### config.mk
export PLATFORM = sky130hd
export DESIGN_NAME = ilv_top
export DESIGN_NICKNAME = d
export VERILOG_FILES = /design/src/rtl/ilv_pkg.sv /design/src/rtl/ilv_pack.sv /design/src/rtl/ilv_ram.sv /design/src/rtl/ilv_ctrl.sv /design/src/rtl/ilv_top.sv
export SDC_FILE = /design/constraint.sdc
export NUM_CORES = 2
export LEC_CHECK = 0
export ABC_AREA = 0
export BUFFER_PORTS_ARGS = -buffer_cell sky130_fd_sc_hd__buf_2
export CORE_ASPECT_RATIO = 2
export CORE_MARGIN = 3
export CORE_UTILIZATION = 55
export DETAILED_ROUTE_END_ITERATION = 10
export PLACE_DENSITY = 0.7
export SYNTH_ARGS = -nofsm -noshare
export SYNTH_HDL_FRONTEND = slang
export SYNTH_SLANG_ARGS = --single-unit
### constraint.sdc
create_clock -name clk -period 10.95 [get_ports clk]
set_clock_uncertainty 0.2 [all_clocks]
set_input_delay 1.6425 -clock clk [delete_from_list [all_inputs] [get_ports clk]]
set_output_delay 1.6425 -clock clk [all_outputs]
set_load 0.05 [all_outputs]
### src/rtl/ilv_pkg.sv
package ilv_pkg;
  localparam int unsigned ILV_W     = 12;
  localparam int unsigned ILV_MAX_G = 2880;
  localparam int unsigned ILV_SW    = 2;

  typedef enum logic [1:0] {
    ST_IDLE  = 2'd0,
    ST_WRITE = 2'd1,
    ST_READ  = 2'd2
  } ilv_state_e;
endpackage

### src/rtl/ilv_pack.sv
module ilv_pack #(
  parameter int unsigned W = 12
) (
  input  logic         clk,
  input  logic         rst,
  input  logic         clr,
  input  logic         take,
  input  logic         bit_in,
  output logic [W-1:0] word_o,
  output logic         full_o
);
  localparam int unsigned IW = $clog2(W);

  logic [IW-1:0] idx_q;
  logic [W-1:0]  acc_q;

  assign full_o = (idx_q == IW'(W - 1));

  for (genvar k = 0; k < W; k++) begin : g_lane
    assign word_o[k] = (idx_q == IW'(k)) ? bit_in : acc_q[k];
  end

  always_ff @(posedge clk) begin
    if (rst || clr) begin
      idx_q <= '0;
      acc_q <= '0;
    end else if (take) begin
      acc_q <= word_o;
      idx_q <= full_o ? '0 : idx_q + 1'b1;
    end
  end
endmodule

### src/rtl/ilv_ram.sv
module ilv_ram #(
  parameter int unsigned DW    = 12,
  parameter int unsigned DEPTH = 240,
  localparam int unsigned AW   = $clog2(DEPTH)
) (
  input  logic          clk,
  input  logic          we,
  input  logic          re,
  input  logic [AW-1:0] addr,
  input  logic [DW-1:0] wdata,
  output logic [DW-1:0] rdata
);
  logic [DW-1:0] mem [DEPTH];

  always_ff @(posedge clk) begin
    if (we) mem[addr] <= wdata;
    if (re) rdata <= mem[addr];
  end
endmodule

### src/rtl/ilv_ctrl.sv
module ilv_ctrl
  import ilv_pkg::*;
#(
  parameter int unsigned W     = 12,
  parameter int unsigned MAX_G = 2880,
  parameter int unsigned SW    = 2,
  localparam int unsigned DEPTH = MAX_G / W,
  localparam int unsigned AW    = $clog2(DEPTH),
  localparam int unsigned GW    = $clog2(MAX_G + 1),
  localparam int unsigned CBW   = $clog2(W),
  localparam int unsigned MAXSH = (1 << SW) - 1
) (
  input  logic          clk,
  input  logic          rst,
  input  logic          start,
  input  logic [SW-1:0] cfg_slots,
  input  logic [GW-1:0] cfg_g,
  input  logic          in_valid,
  output logic          in_ready,
  input  logic          pack_full,
  output logic          pack_clr,
  output logic          pack_take,
  output logic          ram_we,
  output logic          ram_re,
  output logic [AW-1:0] ram_addr,
  input  logic [W-1:0]  ram_q,
  output logic          out_valid,
  input  logic          out_ready,
  output logic          out_bit,
  output logic          done
);
  ilv_state_e state_q;

  logic [SW-1:0]  sel_q;
  logic [GW-1:0]  g_q;
  logic [AW-1:0]  words_q;
  logic [AW-1:0]  nrow_q;
  logic [AW-1:0]  wr_addr_q;
  logic [AW-1:0]  rd_row_q;
  logic [AW-1:0]  rd_cw_q;
  logic [CBW-1:0] rd_cb_q;
  logic [GW-1:0]  rd_cnt_q;
  logic           rd_all_q;
  logic [CBW-1:0] bsel_q;
  logic           olast_q;
  logic           oval_q;
  logic           done_q;

  logic [AW+MAXSH-1:0] rd_addr_w;
  logic [AW-1:0]       rd_addr;
  logic                accept;
  logic                out_hs;
  logic                last_issue;
  logic                row_wrap;

  assign in_ready   = (state_q == ST_WRITE);
  assign accept     = in_valid && in_ready;
  assign pack_take  = accept;
  assign pack_clr   = (state_q == ST_IDLE);
  assign ram_we     = accept && pack_full;
  assign ram_re     = (state_q == ST_READ) && !rd_all_q && (!oval_q || out_ready);
  assign out_hs     = oval_q && out_ready;
  assign last_issue = (rd_cnt_q == g_q - 1'b1);
  assign row_wrap   = (rd_row_q == nrow_q - 1'b1);

  assign rd_addr_w = ({{MAXSH{1'b0}}, rd_row_q} << sel_q) + (AW+MAXSH)'(rd_cw_q);
  assign rd_addr   = rd_addr_w[AW-1:0];
  assign ram_addr  = (state_q == ST_WRITE) ? wr_addr_q : rd_addr;

  assign out_valid = oval_q;
  assign out_bit   = ram_q[bsel_q];
  assign done      = done_q;

  always_ff @(posedge clk) begin
    if (rst) begin
      state_q   <= ST_IDLE;
      sel_q     <= '0;
      g_q       <= '0;
      words_q   <= '0;
      nrow_q    <= '0;
      wr_addr_q <= '0;
      rd_row_q  <= '0;
      rd_cw_q   <= '0;
      rd_cb_q   <= '0;
      rd_cnt_q  <= '0;
      rd_all_q  <= 1'b0;
      bsel_q    <= '0;
      olast_q   <= 1'b0;
      oval_q    <= 1'b0;
      done_q    <= 1'b0;
    end else begin
      done_q <= 1'b0;
      unique case (state_q)
        ST_IDLE: begin
          if (start) begin
            sel_q     <= cfg_slots;
            g_q       <= cfg_g;
            words_q   <= AW'(cfg_g / GW'(W));
            nrow_q    <= AW'(cfg_g / GW'(W)) >> cfg_slots;
            wr_addr_q <= '0;
            state_q   <= ST_WRITE;
          end
        end
        ST_WRITE: begin
          if (ram_we) begin
            wr_addr_q <= wr_addr_q + 1'b1;
            if (wr_addr_q == words_q - 1'b1) begin
              state_q  <= ST_READ;
              rd_row_q <= '0;
              rd_cw_q  <= '0;
              rd_cb_q  <= '0;
              rd_cnt_q <= '0;
              rd_all_q <= 1'b0;
            end
          end
        end
        ST_READ: begin
          if (ram_re) begin
            rd_cnt_q <= rd_cnt_q + 1'b1;
            bsel_q   <= rd_cb_q;
            olast_q  <= last_issue;
            oval_q   <= 1'b1;
            if (last_issue) rd_all_q <= 1'b1;
            if (row_wrap) begin
              rd_row_q <= '0;
              if (rd_cb_q == CBW'(W - 1)) begin
                rd_cb_q <= '0;
                rd_cw_q <= rd_cw_q + 1'b1;
              end else begin
                rd_cb_q <= rd_cb_q + 1'b1;
              end
            end else begin
              rd_row_q <= rd_row_q + 1'b1;
            end
          end else if (out_ready) begin
            oval_q <= 1'b0;
          end
          if (out_hs && olast_q) begin
            done_q  <= 1'b1;
            oval_q  <= 1'b0;
            state_q <= ST_IDLE;
          end
        end
        default: state_q <= ST_IDLE;
      endcase
    end
  end

  AST_RADDR_BOUND: assert property (@(posedge clk) disable iff (rst)
    ram_re |-> (ram_addr < words_q));

  AST_WADDR_BOUND: assert property (@(posedge clk) disable iff (rst)
    ram_we |-> (wr_addr_q < words_q));

  AST_START_OPENS_INPUT: assert property (@(posedge clk) disable iff (rst)
    (state_q == ST_IDLE && start) |=> in_ready);
endmodule

### src/rtl/ilv_top.sv
module ilv_top
  import ilv_pkg::*;
#(
  parameter int unsigned W     = ILV_W,
  parameter int unsigned MAX_G = ILV_MAX_G,
  parameter int unsigned SW    = ILV_SW,
  localparam int unsigned DEPTH = MAX_G / W,
  localparam int unsigned AW    = $clog2(DEPTH),
  localparam int unsigned GW    = $clog2(MAX_G + 1)
) (
  input  logic          clk,
  input  logic          rst,
  input  logic          start,
  input  logic [SW-1:0] cfg_slots,
  input  logic [GW-1:0] cfg_g,
  input  logic          in_valid,
  output logic          in_ready,
  input  logic          in_bit,
  output logic          out_valid,
  input  logic          out_ready,
  output logic          out_bit,
  output logic          done
);
  logic          pack_full;
  logic          pack_clr;
  logic          pack_take;
  logic [W-1:0]  pack_word;
  logic          ram_we;
  logic          ram_re;
  logic [AW-1:0] ram_addr;
  logic [W-1:0]  ram_q;

  ilv_pack #(.W(W)) u_pack (
    .clk    (clk),
    .rst    (rst),
    .clr    (pack_clr),
    .take   (pack_take),
    .bit_in (in_bit),
    .word_o (pack_word),
    .full_o (pack_full)
  );

  ilv_ram #(.DW(W), .DEPTH(DEPTH)) u_ram (
    .clk   (clk),
    .we    (ram_we),
    .re    (ram_re),
    .addr  (ram_addr),
    .wdata (pack_word),
    .rdata (ram_q)
  );

  ilv_ctrl #(.W(W), .MAX_G(MAX_G), .SW(SW)) u_ctrl (
    .clk       (clk),
    .rst       (rst),
    .start     (start),
    .cfg_slots (cfg_slots),
    .cfg_g     (cfg_g),
    .in_valid  (in_valid),
    .in_ready  (in_ready),
    .pack_full (pack_full),
    .pack_clr  (pack_clr),
    .pack_take (pack_take),
    .ram_we    (ram_we),
    .ram_re    (ram_re),
    .ram_addr  (ram_addr),
    .ram_q     (ram_q),
    .out_valid (out_valid),
    .out_ready (out_ready),
    .out_bit   (out_bit),
    .done      (done)
  );

  AST_OUT_HOLD: assert property (@(posedge clk) disable iff (rst)
    (out_valid && !out_ready) |=> (out_valid && $stable(out_bit)));

  AST_DONE_SINGLE: assert property (@(posedge clk) disable iff (rst)
    done |=> !done);

  AST_DONE_QUIET: assert property (@(posedge clk) disable iff (rst)
    done |-> (!out_valid && !in_ready));
endmodule

Word level (Yosys, flattened, before mapping)
Memory sizes are Yosys's and may differ from the RTL's. A register that Yosys moved wholly into a read port is not among the register bits. Index checks and enable logic that the tools add are counted.

Bits in registers: 96. Memory bits (writable): 2880. Input bits: 20. Output and inout port bits: 4. Word-level logic and storage cells: 137. Memories: 1.

Memories: u_ram.mem (words 240, width 12, rd ports 1, clocked after Yosys merged registers in 1, write ports 1, line ilv_ram.sv:13) `logic [DW-1:0] mem [DEPTH];`.

Add/sub/neg operators: 10. Divide/modulo/power cells: 1. Order comparisons: 1. Equality and inequality tests: 25. Shift operators: 2. Mux-type cells: 54. Bitwise gates (word level): 1. Reduce and logical (&&, ||, !) cells: 25.

Operators with widths (count): $mux 8 (10); $pmux 8 s2 (3); $mux 12 (3); $add 8x1->8 const B (3); $mux 4 (6); $pmux 12 s2 (1); $mux 1 (23); $eq 4x4->1 const B (5); $eq 4x3->1 const B (4); $eq 8x8->1 (2); $sub 8x1->8 const B (2); $add 12x1->12 const B (1); $div 12x4->12 const B (1); $eq 12x12->1 (1); $ne 2x2->1 const B (6); $sub 12x1->12 const B (1); $reduce_and 5->1 (2); $add 4x1->4 const B (2); $add 8x8->8 (1); $eq 4x2->1 const B (2); $mux 2 (4); $pmux 4 s2 (1); $reduce_and 4->1 (2); $shl 8x2->8 (1); 21 further kinds (32).

Depth between registers and ports, before layout
Word-level depth: 5. Gate-level depth with buffers: 19. Depth with buffers taken out: 13.

Hierarchy
From an unflattened synthesis, not the netlist that was laid out.

Cell total of the unflattened synthesis: 5680. Area, all modules: 117804.2 um2.

By module, submodules not included: ilv_ram (times used 1, cells each 4864, area each 111305.5 um2, sequential area each 86843.3 um2); ilv_ctrl (times used 1, cells each 697, area each 5490.3 um2, sequential area each 1601.5 um2); ilv_pack (times used 1, cells each 119, area each 1008.5 um2, sequential area each 320.3 um2).

Least setup slack after synthesis
Ideal clock, no wire load.

Kind: flip-flop to flip-flop. Start: reg u_ctrl.sel_q[0]. End: mem u_ram.mem[107][0], enable pin. Setup time: 0.380 ns. Arrival: 4.162 ns. Required time: 10.370 ns. Setup slack: 6.208 ns. Stages on the path, launching flop included: 17. Buffers on the path: 7. Clock period less this slack: 4.742 ns. Path through: dfxtp_1 clkbuf_1 nand2b_1 nor2_1 ha_1 fa_1 nand2_1 mux2i_2 buf_2 buf_2 buf_2 buf_2 buf_2 and2_1 nand2_1 clkbuf_1 nor2_1.

Cells in the longest elaborated chain, start to end: 3.

Ends and longest elaborated chain: from (decl) (line ilv_ctrl.sv:34) `logic [SW-1:0] sel_q;`; from (signal assigned) (line ilv_ctrl.sv:96) `sel_q <= cfg_slots;`; $shl 8x2->8 (line ilv_ctrl.sv:66) `assign rd_addr_w = ({{MAXSH{1'b0}}, rd_row_q} << sel_q) + (AW+MAXSH)'(rd_cw_q);`; $add 8x8->8 (line ilv_ctrl.sv:66); $mux 8 (line ilv_ctrl.sv:68) `assign ram_addr = (state_q == ST_WRITE) ? wr_addr_q : rd_addr;`; to (decl) (line ilv_ram.sv:13).

No other way between the ends.

Worst setup path in the final report
Start: reg u_ctrl.sel_q[0]. End: reg u_ram.rdata[10], read port of u_ram.mem (data pin).

Cells in the longest elaborated chain, start to end: 3.

Ends and longest elaborated chain: $shl 8x2->8 (line ilv_ctrl.sv:66); $add 8x8->8 (line ilv_ctrl.sv:66); $mux 8 (line ilv_ctrl.sv:68); to (decl) (line ilv_ram.sv:11) `output logic [DW-1:0] rdata`.

No other way between the ends. A chain may end at the register's enable or synchronous reset.

==> results.txt <==
EDFF count, synth = 2,892
Final ANT Viol Nets = 0
CP max stage cell = o21ai_4
Hold buffer count at CTS = 0
Vias in the first global route = 66,400
Critical path endpoint category = flip-flop
Gr usage total = 31.1%
Worst vdd ir = 0.148 mV
Yosys Warn Count = 0
Syn Std Cell Area = 114,000 sq um
CTS tree = done
Hold Crit Class = reg2reg
Worst relative slew slack = -2.80%
Final hold slack = 0.275 ns
Fin cells = 9,789
Final #Nets = 6,907
TritonCTS Sinks = 2,988
Post-DP Area = 117,000 sq um
CP cell instances = nand2b_1 -> nor2_1 -> ha_1 -> fa_1 -> nand2b_1 -> o21ai_4 -> buf_12 -> buf_4 -> a22oi_1 -> and3_1 -> a311oi_1 -> a31oi_1 -> o22ai_1 -> or4_1 -> or4b_1
DRC Markers = 1
Avg Cell Area, Syn = 16.4 sq um
Distinct cells, synth = 89
DP HPWL = 202 mm
Via/cell ratio = 7.01
Top-count cell post-synth = edfxtp_1
Sequential-to-total area share from yosys stat = 77.9%
Die area = 213,000 sq um
CP max FO = 101
CP peak stage delay = 0.65 ns
Routed WL = 338 mm
Kind of critical path = reg2reg
Post-CTS Setup Bufs = 0
First-pass GRT wire length = 479 mm
# port buffers = 23
Initial Utilization = 55.4%
GRT overflow = 0
Worst-Skew Late Latency = 0.88 ns
CTS Buf Count = 236
Max clock buf depth = 4
Post-synth top area share = 76.2%
Gpl congestion = 0.956
Final Setup Violations = 0
Cell count after synthesis = 6,954
FFs w/ async S/R, synth = 0%
Synth area leaders = edfxtp_1 76%, a22oi_1 7.7%, nand3_1 1.7%
Seq cells post-synth = 2,988
Setup TNS = 0 ns
Final hold violations = 0
Die Height = 650 um
Layout area overhead = 9.45%
Share of cells above drive strength 1 = 8.79%
Status = complete, but fails checks
Worst setup SP type = flip-flop
Hold Crit Depth = 2
CTS root buffer = clkbuf_16
Pleak = 38.9 nW
Most used cell, CP = nand2b_1
Initial DRC count = 9,921
Via count = 68,600
WL/cell = 34.6 um
Fin crit period = 6.67 ns
Pwr/cell area = 175 nW/um^2
Synth Flop Type = edfxtp_1
Least-Margin Pin Slew = 1.53 ns
Syn_nets = 6,994
Max-slew violation count = 2
FP Rows = 235
Failing checks = DRC, capacitance limit, slew limit
Antenna violations before repair = 21
# resized after CTS = 0
Core area = 206,000 sq um
Post-synth top area cell = edfxtp_1
H-tree level count = 4
Worst EP required = 11.51 ns
Final period utilization = 60.9%
R2R depth = 15
Post-route cell area = 125,000 sq um
Worst Path Arrival = 7.23 ns
List of most frequent post-synthesis cells = 2,892 x edfxtp_1, 1,164 x a22oi_1, 390 x nand3_1
Peak Freq = 0.150 GHz
# IOs = 24
Clock transition at path regs = 0.07 ns
Placed cell count = 9,350
Largest net degree at the start of global routing = 143
Unrepaired setup endpoints after global routing = false
Max_cap viols = 1
Die width = 328 um
Drt pass-1 iters = 10
flip-flops by register name, indices dropped and copies added, names as in the netlist, 8 cells and up:
register	count
u_ram.mem	2880
u_ctrl.g_q	12
u_ctrl.rd_cnt_q	12
u_pack.acc_q	12
u_ram.rdata	12
u_ctrl.nrow_q	8
u_ctrl.rd_cw_q	8
u_ctrl.rd_row_q	8
u_ctrl.words_q	8
u_ctrl.wr_addr_q	8
final cells by class:
class | count | area [sq um]
antenna | 10 | 25.0
clock buffer | 279 | 6170
clock inverter | 146 | 1590
fill | 14600 | 80800
inverter | 23 | 88.8
multi-input combinational | 3416 | 22900
sequential | 2988 | 88800
tap | 2725 | 3410
timing repair buffer | 202 | 1690
where the power goes:
part | switching (mW) | internal, mW | leakage (nW)
registers | 0.0119 | 12.4 | 27.5
clock network | 3.96 | 4.77 | 3.76
logic | 0.504 | 0.184 | 7.60
total | 4.47 | 17.3 | 38.9
metrics by stage:
step | total power [mW] | util, % | worst slack (ns)
2_1_floorplan | 13.0 | - | 6.21
4_1_cts | 21.8 | 60.6 | 4.28
6_report | 21.8 | 60.7 | 4.28
5_1_grt | 22.3 | 60.7 | 3.91
3_5_place_dp | 13.3 | 56.9 | 4.32
3_3_place_gp | 13.3 | 56.8 | 4.41
worst paths after layout:
kind	endpoint	from	slack, ns
setup reg to reg	u_ram.rdata[10]	u_ctrl.sel_q[0]	4.28
hold / removal	u_ctrl.g_q[11]	u_ctrl.g_q[11]	0.27
setup / recovery	u_ram.rdata[10]	u_ctrl.sel_q[0]	4.28
hold reg to reg	u_ctrl.g_q[11]	u_ctrl.g_q[11]	0.27
routing by layer:
layer  vias up  wire length (um)  track usage, %
met5         -               104               0
met4        16             32700            24.7
met3      1048             31700            5.69
met2      4463            166000            50.9
met1     34700            108000            36.2
li1      28400                 -               -
layout by cell type, fill, tap and decap left out, types with 36 or more instances in the layout:
cell type  synthesis  layout
a21oi_1          167     167
nor3_1            82      79
clkbuf_16          0     239
a311oi_1         105     104
o21ai_0           43      41
clkinv_1           0      40
nand3_1          390     390
edfxtp_1        2892    2892
a31oi_1           99      96
nor2_1           358     351
a22o_1           137     137
clkinv_2           0      38
clkbuf_1         166      36
nand2_1          148     139
a221oi_1         153     153
buf_4             20     158
and3_1           101     101
dfxtp_1           96      96
a22oi_1         1164    1164
o22ai_1          119     119
xnor2_1           44      44
critical path: cells and delay by family, from the launching register on:
family / cells / cell delay [ns]
and+or+nand+nor: 6 / 1.54
buffers and inverters: 2 / 1.10
AOI/OAI and AO/OA: 5 / 2.07
DFF: 1 / 0.62
adders and majority gates: 2 / 0.81
cells by family (layout without fill, tap and decap cells):
kind of cell             after synthesis  in the layout  synth area share, %
adder cells (fa/ha/maj)               20             20                0.226
XOR/XNOR                              74             74                0.576
flip-flops                          2988           2988                 77.9
multiplexers                          43             43                0.476
AO/OA/AOI/OAI                       2074           2074                 13.5
other                                  0             10                    0
buffers and inverters                550            650                 2.22
AND/OR/NAND/NOR                     1205           1205                 5.07
No activity file was read; power rests on OpenSTA's default activity.
